$ cat src/rtl/csm_pkg.sv
// Package csm_pkg
// Purpose : constant functions that size the carry-save reduction tree.
// Assumes : vector counts of 2 or more; a count of 2 or fewer needs no layer.
package csm_pkg;

    // Vector count after one layer: each group of three becomes two, leftovers pass.
    function automatic int unsigned csa_next_count(input int unsigned k);
        return 2 * (k / 3) + (k % 3);
    endfunction

    // Vector count present at layer lvl when k0 vectors enter layer 0.
    function automatic int unsigned csa_count_at(input int unsigned k0, input int unsigned lvl);
        int unsigned k;
        k = k0;
        for (int unsigned i = 0; i < lvl; i++) begin
            if (k > 2) k = csa_next_count(k);
        end
        return k;
    endfunction

    // Number of layers needed to bring k0 vectors down to two.
    function automatic int unsigned csa_layers(input int unsigned k0);
        int unsigned k;
        int unsigned n;
        k = k0;
        n = 0;
        for (int unsigned i = 0; i < 64; i++) begin
            if (k > 2) begin
                k = csa_next_count(k);
                n = n + 1;
            end
        end
        return n;
    endfunction

endpackage

$ cat src/rtl/csm_pp_gen.sv
// Module  csm_pp_gen
// Purpose : forms one summand per multiplier bit, i.e. the multiplicand
//           shifted left by the bit index, gated by that bit.
// Assumes : unsigned operands; summands are 2N bits wide and zero-extended.
module csm_pp_gen #(
    parameter int unsigned N = 8,
    localparam int unsigned W = 2 * N
) (
    input  logic [N-1:0] mcand_i,
    input  logic [N-1:0] mplier_i,
    output logic [W-1:0] pp_o [N]
);

    logic [W-1:0] mcand_ext;

    // Zero-extend the multiplicand to the full product width.
    assign mcand_ext = {{N{1'b0}}, mcand_i};

    generate
        for (genvar k = 0; k < N; k++) begin : g_row
            // Select the shifted multiplicand or zero for summand k.
            assign pp_o[k] = mplier_i[k] ? (mcand_ext << k) : '0;
        end
    endgenerate

endmodule

$ cat src/rtl/csm_csa_row.sv
// Module  csm_csa_row
// Purpose : one 3:2 carry-save row over W bits; no carry moves along the row.
// Assumes : carry output is pre-shifted one position up; the carry out of the
//           top bit is discarded, which is safe because the final result is
//           taken modulo 2^W and the true product fits in W bits.
module csm_csa_row #(
    parameter int unsigned W = 16
) (
    input  logic [W-1:0] x_i,
    input  logic [W-1:0] y_i,
    input  logic [W-1:0] z_i,
    output logic [W-1:0] sum_o,
    output logic [W-1:0] carry_o
);

    logic [W-2:0] maj;

    // Bitwise sum of the three inputs at their own weight.
    assign sum_o = x_i ^ y_i ^ z_i;

    // Majority of the lower W-1 bit columns, which becomes the next column's carry.
    assign maj = (x_i[W-2:0] & y_i[W-2:0]) |
                 (x_i[W-2:0] & z_i[W-2:0]) |
                 (y_i[W-2:0] & z_i[W-2:0]);

    // Carry vector weighted one position above the sum vector.
    assign carry_o = {maj, 1'b0};

endmodule

$ cat src/rtl/csm_reduce_tree.sv
// Module  csm_reduce_tree
// Purpose : reduces K vectors to a sum/carry pair through layers of 3:2 rows.
// Assumes : K >= 2; vectors left over after grouping by three pass through
//           the layer untouched; all vectors share width W.
module csm_reduce_tree
    import csm_pkg::*;
#(
    parameter int unsigned W = 16,
    parameter int unsigned K = 8
) (
    input  logic [W-1:0] vec_i [K],
    output logic [W-1:0] sum_o,
    output logic [W-1:0] carry_o
);

    localparam int unsigned LAYERS = csa_layers(K);

    generate
        for (genvar l = 0; l <= LAYERS; l++) begin : g_lyr
            localparam int unsigned CNT = csa_count_at(K, l);
            logic [W-1:0] v [CNT];

            if (l == 0) begin : g_in
                for (genvar j = 0; j < CNT; j++) begin : g_cp
                    // Layer 0 holds the incoming summands.
                    assign v[j] = vec_i[j];
                end
            end else begin : g_red
                localparam int unsigned PREV = csa_count_at(K, l - 1);
                localparam int unsigned GRP  = PREV / 3;
                localparam int unsigned REM  = PREV % 3;

                for (genvar g = 0; g < GRP; g++) begin : g_csa
                    csm_csa_row #(.W(W)) u_row (
                        .x_i    (g_lyr[l-1].v[3*g]),
                        .y_i    (g_lyr[l-1].v[3*g+1]),
                        .z_i    (g_lyr[l-1].v[3*g+2]),
                        .sum_o  (v[2*g]),
                        .carry_o(v[2*g+1])
                    );
                end

                for (genvar r = 0; r < REM; r++) begin : g_pass
                    // Leftover vectors move to the next layer unchanged.
                    assign v[2*GRP+r] = g_lyr[l-1].v[3*GRP+r];
                end
            end
        end
    endgenerate

    // The last layer holds exactly two vectors.
    assign sum_o   = g_lyr[LAYERS].v[0];
    assign carry_o = g_lyr[LAYERS].v[1];

endmodule

$ cat src/rtl/csm_ripple_add.sv
// Module  csm_ripple_add
// Purpose : final carry-propagate adder built as a chain of full adders.
// Assumes : result is taken modulo 2^W; the carry out of the top bit is dropped.
module csm_ripple_add #(
    parameter int unsigned W = 16
) (
    input  logic [W-1:0] a_i,
    input  logic [W-1:0] b_i,
    output logic [W-1:0] sum_o
);

    logic [W-1:0] cy;

    // No carry enters the least significant position.
    assign cy[0] = 1'b0;

    generate
        for (genvar i = 0; i < W; i++) begin : g_fa
            // Sum bit of full adder i.
            assign sum_o[i] = a_i[i] ^ b_i[i] ^ cy[i];
            if (i < W - 1) begin : g_cy
                // Carry handed to full adder i+1.
                assign cy[i+1] = (a_i[i] & b_i[i]) | (cy[i] & (a_i[i] ^ b_i[i]));
            end
        end
    endgenerate

endmodule

$ cat src/rtl/csa_tree_mult.sv
// Module  csa_tree_mult
// Purpose : combinational unsigned N x N multiplier. Gated shifted summands
//           are reduced by a carry-save tree and then added by a ripple adder.
// Assumes : unsigned operands, N >= 1; a single-bit multiplier gets a zero
//           vector as padding so that the tree always sees at least two inputs.
module csa_tree_mult #(
    parameter int unsigned N = 8
) (
    input  logic [N-1:0]   mcand_i,
    input  logic [N-1:0]   mplier_i,
    output logic [2*N-1:0] product_o
);

    localparam int unsigned W = 2 * N;
    localparam int unsigned K = (N < 2) ? 2 : N;

    logic [W-1:0] pp       [N];
    logic [W-1:0] summands [K];
    logic [W-1:0] red_s;
    logic [W-1:0] red_c;

    csm_pp_gen #(.N(N)) u_pp (
        .mcand_i (mcand_i),
        .mplier_i(mplier_i),
        .pp_o    (pp)
    );

    generate
        for (genvar j = 0; j < K; j++) begin : g_sum
            if (j < N) begin : g_real
                // Feed a real summand into the tree.
                assign summands[j] = pp[j];
            end else begin : g_pad
                // Pad the tree input when fewer than two summands exist.
                assign summands[j] = '0;
            end
        end
    endgenerate

    csm_reduce_tree #(.W(W), .K(K)) u_tree (
        .vec_i  (summands),
        .sum_o  (red_s),
        .carry_o(red_c)
    );

    csm_ripple_add #(.W(W)) u_cpa (
        .a_i  (red_s),
        .b_i  (red_c),
        .sum_o(product_o)
    );

endmodule

$ cat config.mk
export PLATFORM = sky130hd
export DESIGN_NAME = csa_tree_mult
export DESIGN_NICKNAME = d
export VERILOG_FILES = /design/src/rtl/csm_pkg.sv /design/src/rtl/csm_pp_gen.sv /design/src/rtl/csm_csa_row.sv /design/src/rtl/csm_reduce_tree.sv /design/src/rtl/csm_ripple_add.sv /design/src/rtl/csa_tree_mult.sv
export SDC_FILE = /design/constraint.sdc
export NUM_CORES = 1
export LEC_CHECK = 0
export ABC_AREA = 0
export BUFFER_PORTS_ARGS = -buffer_cell sky130_fd_sc_hd__buf_2
export CAP_MARGIN = 5
export CELL_PAD_IN_SITES_DETAIL_PLACEMENT = 0
export CELL_PAD_IN_SITES_GLOBAL_PLACEMENT = 1
export CORE_MARGIN = 2
export CORE_UTILIZATION = 45
export DETAILED_ROUTE_END_ITERATION = 10
export GPL_TIMING_DRIVEN = 1
export PLACE_DENSITY_LB_ADDON = 0.1
export SLEW_MARGIN = 5
export SYNTH_ARGS = -nofsm -noshare
export SYNTH_HDL_FRONTEND = slang
export SYNTH_SLANG_ARGS = --single-unit
$ cat constraint.sdc
create_clock -name vclk -period 14.3
set_input_delay 1.43 -clock vclk [all_inputs]
set_output_delay 1.43 -clock vclk [all_outputs]
set_load 0.02 [all_outputs]
==> impl_metrics.yaml, run 1 <==
finish:
  syn2layout_area_growth_pct: 13.4
  nets: 283
  diodes: 0
  final_area_sq_um: 1850
  nFlopsAndLatches: 0
  layout-drive-gt1-share: 0.158
  ff_latch_area_sq_um: 0
  clock_buffers: 0
global_routing:
  grt_usage: 0.189
  grt_pass1_wl_um: 6160
  first_global_vias: 1391
  grt_max_degree: 9
  antenna_found_initial: 0
  grt.overflow.total: 0
pwr:
  p_leak_uw: 0.00101
  powerDensity_nw_per_um2: 112
  vdd_drop_max_mv: 0.0584
timing:
  setup_viol: 0
  rsz0062_at_grt: "no"
  fin_crit_sh: 0.672
  hold_ws_ps: 3300
  hold_viol: 0
  final_max_slew_viol_count: 0
  tightest_slew_ps: 177
  setup_slack_ps: 4700
  max_freq_mhz: 104
  period_minus_slack_ps: 9600
  slew_headroom: 0.882
  fin_tns_setup_ps: 0
route:
  firstDrtPassIters: 4
  wl_um: 3420
  drc: 0
  via_per_inst: 4.85
  vias: 1202
  drt_iter0_drc: 24
  wl_per_cell_um: 13.8
  ant_nets: 0
place:
  pre_cts_ws_ps: 4670
  gp_congestion: 0.760
  portBuffers: 32
  place_hpwl_um: 3010
  post_dp_cell_area_sq_um: 1850
setup_path:
  start_kind: "input port"
  end_kind: "output pin"
  required_ps: 12870
  setup.worst_path.end: "product_o[15]"
  crit_fanout: 8
  cp_data_arrival_time_ps: 8170
  startpoint: "mplier_i[5]"
  critPathKind: "in2out"
yosys:
  synthesis.instances: 170
  ys_warn_count: 0
  synth_seq_area_share: 0
  syn_area_sq_um: 1630
  yosysTopAreaCellShare: 0.578
  ys_types: 6
  yosys.area.top_type: "fa_1"
  syn_nets: 249
  synth.avg_cell_area_sq_um: 9.58
  ys_top_cells_by_area: "fa_1 (58%), and2_1 (12%), ha_1 (12%)"
die:
  core_sq_um: 3420
  dieArea_sq_um: 4110
  num_io_pins: 32
  start_util: 0.477
  die_h_um: 64.1
  fp-row-count: 21
  die_w_um: 64.1
clock_tree:
  cts_hold_buffers: 0
  cts_resized: 0
  cts_setup_buffers: 0
hold_path:
  hold_class: "in2out"
status:
  status: "finished, final reports clean"
flow_run:
  drv_cap: 0
==> through the flow <==
step / power (uW) / cells / utilization
6_report: 206 / 248 / 0.540
3_5_place_dp: 209 / 248 / 0.540
5_1_grt: 236 / 248 / 0.540
3_3_place_gp: 202 / 248 / 0.540
4_1_cts: 210 / 248 / 0.540
2_1_floorplan: 163 / 170 / -
==> logic make-up (layout without fill, tap and decap cells) <==
| kind of cell | Yosys count | after routing | share of synthesized area |
|---|---|---|---|
| buf+inv | 42 | 74 | 0.0968 |
| fa+ha+maj | 63 | 63 | 0.701 |
| simple gates | 64 | 64 | 0.197 |
| xor+xnor | 1 | 1 | 0.00538 |
==> power breakdown <==
part	total (uW)	switching [uW]	internal [uW]	leakage (uW)
combinational	206	129	76.7	0.00101
clock	0	0	0	0
sequential	0	0	0	0
total	206	129	76.7	0.00101
==> worst max-delay path, stage by stage <==
cell and delay (ps):
buf_2 150, and2_1 180, fa_1 530, inv_1 50
fa_1 530, inv_1 50, fa_1 430, ha_1 300
ha_1 210, fa_1 460, fa_1 460, fa_1 460
fa_1 480, fa_1 480, fa_1 460, fa_1 400
fa_1 400, fa_1 380, xor2_1 160, buf_2 180
==> per-layer routing <==
metal	up-vias	share of wire	global-route usage
met4	0	0.0053	0.0133
met1	626	0.40	0.226
li1	549	-	-
met3	2	0.025	0.00352
met2	25	0.57	0.389
met5	-	0	0
==> cell usage in the layout, fill, tap and decap left out <==
cell type,n
xor2_1,1
and2_1,32
fa_1,47
buf_2,32
nand2_1,32
inv_1,42
ha_1,16
==> worst min-delay path by stage <==
stage | cells past startpoint | end | slack [ps] | start
2_1_floorplan | 1 | product_o[0] | 3040 | mplier_i[0]
3_3_place_gp | 3 | product_o[0] | 3290 | mplier_i[0]
3_5_place_dp | 3 | product_o[0] | 3300 | mplier_i[0]
4_1_cts | 3 | product_o[0] | 3300 | mplier_i[0]
5_1_grt | 3 | product_o[0] | 3320 | mplier_i[0]
6_report | 3 | product_o[0] | 3300 | mplier_i[0]
==> layout make-up <==
| class | count | area [sq um] |
|---|---|---|
| multi-input combinational | 128 | 1470 |
| inverter | 42 | 158 |
| tap | 46 | 57.6 |
| fill | 348 | 1570 |
| timing repair buffer | 32 | 160 |
==> synthesized netlist by cell type <==
master   count
nand2_1     32
fa_1        47
and2_1      32
xor2_1       1
ha_1        16
inv_1       42
(Power assumes the default switching activity.)
==> run 2: changes to the inputs <==
ABC_AREA = 1   (was 0)
clock period = 8.9 ns   (was 14.3 ns; I/O delays follow)
==> run 2 against run 1 <==
Via count up 5.0%. Total power rose by 56%. Worst setup slack got worse by 4200 ps. Design area is 3.0% higher. Final cell count increased by 16%. Wire length down 3.9%. Die area rose by 13%. Clock-buffer cell count is the same. Hold slack worse by 1100 ps. First-iteration DRC count increased by 29%. Largest power group unchanged.
==> impl_metrics.yaml, run 2 <==
route:
  wl_per_cell_um: 11.4
  drc: 0
  vias: 1262
  via_per_inst: 4.38
  met1Wirelength_um: 1380
  wl_um: 3290
  drt_iter0_drc: 31
  routed.top_layer: "met3"
  wl_met3_um: 39
  ant_nets: 0
  dr_wl_met2_um: 1870
  firstDrtPassIters: 4
global_routing:
  grt_pass1_wl_um: 6140
  grt_usage: 0.174
  antenna_found_initial: 0
  first_global_vias: 1349
  grt_max_degree: 9
  grt.overflow.total: 0
flow_run:
  drv_cap: 0
timing:
  fin_crit_sh: 0.941
  final_max_slew_viol_count: 0
  tightest_slew_ps: 192
  slew_headroom: 0.872
  fin_tns_setup_ps: 0
  max_freq_mhz: 119
  period_minus_slack_ps: 8380
  hold_viol: 0
  rsz0062_at_grt: "no"
  setup_viol: 0
setup_path:
  critPathKind: "in2out"
  crit_fanout: 8
  setup.worst_path.end: "product_o[15]"
  start_kind: "input port"
  required_ps: 8010
  end_kind: "output pin"
  cp_data_arrival_time_ps: 7490
  startpoint: "mplier_i[5]"
yosys:
  synth.avg_cell_area_sq_um: 8.37
  synth.most_common_cell: "inv_1"
  yosys.area.top_type: "fa_1"
  yosysTopAreaCellShare: 0.506
  synth_seq_area_share: 0
  ys_types: 5
  syn_nets: 301
  ys_warn_count: 0
  synth_common_cells: "inv_1 (76), nand2_1 (67), fa_1 (47), buf_6 (16), ha_1 (16)"
  ys_top_cells_by_area: "fa_1 (51%), inv_1 (15%), nand2_1 (14%)"
  synthesis.instances: 222
  syn_area_sq_um: 1860
die:
  core_sq_um: 4000
  die_w_um: 68.3
  start_util: 0.464
  dieArea_sq_um: 4660
  num_io_pins: 32
  fp-row-count: 23
  die_h_um: 68.3
hold_path:
  hold_class: "in2out"
pwr:
  pwr-share-clk: 0
  p_switching_uw: 202
  p_leak_uw: 0.00125
  vdd_drop_max_mv: 0.131
  p_int_uw: 118
  powerDensity_nw_per_um2: 168
  pwr-share-comb: 1.000
  swShare: 0.630
  p_seq_frac: 0
status:
  status: "finished, final reports clean"
finish:
  nFlopsAndLatches: 0
  layout-drive-gt1-share: 0.134
  clock_buffers: 0
  mostFrequentLayoutCell: "inv_1"
  layout_common_cells: "inv_1 (76), nand2_1 (67), fa_1 (47)"
  ff_latch_area_sq_um: 0
  final_area_sq_um: 1900
  syn2layout_area_growth_pct: 2.29
  final_cell_count_no_fill: 288
  diodes: 0
  nets: 319
place:
  portBuffers: 32
  place_hpwl_um: 2940
  gp_congestion: 0.761
  post_dp_cell_area_sq_um: 1900
  dp.cells: 288
clock_tree:
  cts_setup_buffers: 0
  cts_resized: 0
  cts_hold_buffers: 0
run 2: cell types whose count changed in the layout (fill, tap and decap cells not counted), sizes merged:
cell	before	now
xor2	1	0
inv	42	76
and2	32	0
nand2	32	67
run 2: worst min path at each step:
stage / slack, ps / from / endpoint / cells past startpoint
after global placement: 2160 / mcand_i[0] / product_o[0] / 4
after detailed placement: 2170 / mcand_i[0] / product_o[0] / 4
final: 2170 / mcand_i[0] / product_o[0] / 4
after global routing: 2210 / mcand_i[0] / product_o[0] / 4
after CTS: 2170 / mcand_i[0] / product_o[0] / 4
after floorplan: 2020 / mplier_i[0] / product_o[0] / 3
run 2: area by class of cell:
| type | count | area [sq um] |
|---|---|---|
| tap | 50 | 62.6 |
| fill | 423 | 2100 |
| inverter | 76 | 285 |
| multi-input combinational | 130 | 1390 |
| timing repair buffer | 32 | 160 |
run 2: worst max-delay path, stage by stage:
cell and delay [ps]:
buf_2 140, nand2_1 80, inv_1 50, fa_1 530, inv_1 60, fa_1 520
inv_1 50, fa_1 440, ha_1 280, ha_1 200, fa_1 450, fa_1 460
fa_1 460, fa_1 470, fa_1 460, fa_1 440, fa_1 400, fa_1 390
fa_1 390, inv_1 60, nand2_1 40, nand2_1 50, buf_2 150
run 2: kinds of logic after synthesis:
kind of cell / Yosys count / synth area share
fa+ha+maj: 63 / 0.614
buf+inv: 92 / 0.251
simple gates: 67 / 0.135
run 2: power by group through the flow:
stage	combinational, uW	sequential (uW)	clock (uW)
floorplan	275	0	0
global placement	323	0	0
detailed placement	329	0	0
CTS	331	0	0
global route	386	0	0
finish	320	0	0
run 2: per-layer routing:
| layer | global-route usage | up-vias |
|---|---|---|
| li1 | - | 623 |
| met1 | 0.223 | 629 |
| met2 | 0.346 | 10 |
| met3 | 0 | 0 |
| met4 | 0 | 0 |
| met5 | 0 | - |
run 2: metrics by stage:
step / setup WS [ps] / utilization / hold slack, ps / power [uW]
after floorplan: 824 / - / 2020 / 275
after global placement: 516 / 0.475 / 2160 / 323
after detailed placement: 450 / 0.475 / 2170 / 329
after CTS: 450 / 0.475 / 2170 / 331
after global routing: 171 / 0.475 / 2210 / 386
final: 524 / 0.475 / 2170 / 320
==> run 3: changes to the inputs <==
--- a/config.mk
+++ b/config.mk
@@ -16,2 +16,3 @@
 export GPL_TIMING_DRIVEN = 1
+export MAX_ROUTING_LAYER = met4
 export PLACE_DENSITY_LB_ADDON = 0.1
==> constraint.sdc (replaced) <==
create_clock -name vclk -period 8.9
set_input_delay 0.89 -clock vclk [all_inputs]
set_output_delay 0.89 -clock vclk [all_outputs]
set_load 0.1 [all_outputs]
==> run 3 against run 2 <==
First-iteration DRC count down 35%. Non-clock buffer count unchanged. Sequential share of layout area unchanged. Maximum frequency down 0.71%. Core utilization up 0.75 points. Largest cell class unchanged.
==> impl_metrics.yaml, run 3 (same netlist as run 2, synthesis figures left out) <==
flow_run:
  drv_cap: 0
finish:
  nFlopsAndLatches: 0
  nets: 319
  layout-drive-gt1-share: 0.134
  syn2layout_area_growth_pct: 3.91
  ff_latch_area_sq_um: 0
  clock_buffers: 0
  diodes: 0
  layout_common_cells: "inv_1 (76), nand2_1 (67), fa_1 (47)"
  final_area_sq_um: 1930
  mostFrequentLayoutCell: "inv_1"
clock_tree:
  cts_resized: 0
  cts_hold_buffers: 0
  cts_setup_buffers: 0
setup_path:
  cpPeakStageDelay_ps: 520
  cp_data_arrival_time_ps: 7550
  required_ps: 8010
  crit_path_frequent_cell: "fa_1"
  crit_buf_inv: 6
  crit_family: "adder cells"
  crit_fanout: 8
  critPathKind: "in2out"
  start_kind: "input port"
  critPathSlowestCell: "fa_1"
  path_cells: "buf_2, nand2_1, inv_1, fa_1, inv_1, fa_1, inv_1, fa_1, ha_1, ha_1, fa_1, fa_1, fa_1, fa_1, fa_1, fa_1, fa_1, fa_1, fa_1, inv_1, nand2_1, nand2_1, buf_12"
  end_kind: "output pin"
global_routing:
  grt_usage: 0.174
  antenna_found_initial: 0
  grt_max_degree: 9
  grt_pass1_wl_um: 5890
  grt.overflow.total: 0
  first_global_vias: 1319
route:
  vias: 1239
  via_per_inst: 4.30
  wl_um: 3330
  ant_nets: 0
  wl_per_cell_um: 11.6
  drc: 0
  firstDrtPassIters: 4
  drt_iter0_drc: 20
hold_path:
  hold_path_end: "product_o[0]"
  hp-start: "mcand_i[0]"
  hold_class: "in2out"
  min_path_cells: 4
timing:
  period_minus_slack_ps: 8440
  fin_crit_sh: 0.948
  max_freq_mhz: 119
  rsz0062_at_grt: "no"
  setup_slack_ps: 464
  fin_tns_setup_ps: 0
  final_max_slew_viol_count: 0
  hold_viol: 0
  setup_viol: 0
  tightest_slew_ps: 490
  slew_headroom: 0.675
die:
  start_util: 0.464
  num_io_pins: 32
  fp-row-count: 23
  core_sq_um: 4000
  die_w_um: 68.3
  dieArea_sq_um: 4660
  die_h_um: 68.3
place:
  pre_cts_ws_ps: 402
  post_dp_cell_area_sq_um: 1930
  portBuffers: 32
  place_hpwl_um: 2930
  gp_congestion: 0.800
status:
  status: "finished, final reports clean"
run 3: cell types whose count changed in the layout (fill, tap and decap cells not counted):
cell | previous run | this run
buf_2 | 32 | 30
buf_12 | 0 | 2
run 3: final cells by class:
type,count,area (sq um)
fillers,403,2070
inverters,76,285
multi-input cells,130,1390
well taps,50,62.6
repair buffers,32,190
run 3: metrics by stage:
stage	hold slack (ps)	util	instances
global route	2370	0.483	288
CTS	2310	0.483	288
detailed placement	2310	0.483	288
floorplan	2290	-	222
finish	2310	0.483	288
global placement	2300	0.483	288
run 3: worst max-delay path by stage:
stage | start | end | slack (ps) | cells after the start
after floorplan | mplier_i[5] | product_o[14] | 320 | 19
after global placement | mplier_i[5] | product_o[15] | 440 | 23
after detailed placement | mplier_i[5] | product_o[15] | 400 | 23
after CTS | mplier_i[5] | product_o[15] | 390 | 23
after global routing | mplier_i[5] | product_o[15] | 140 | 23
final | mplier_i[5] | product_o[15] | 460 | 23
run 3: per-layer routing:
metal  up-vias  track usage  part of all wire
li1        622            -                 -
met1       606        0.205              0.41
met2        11        0.348              0.58
met3         0            0             0.012
met4         0      0.00250                 0
met5         -            -                 0
Power of run 3 is not shown: default switching activity piles up to over one toggle a cycle in this logic, so the estimate is an artifact.
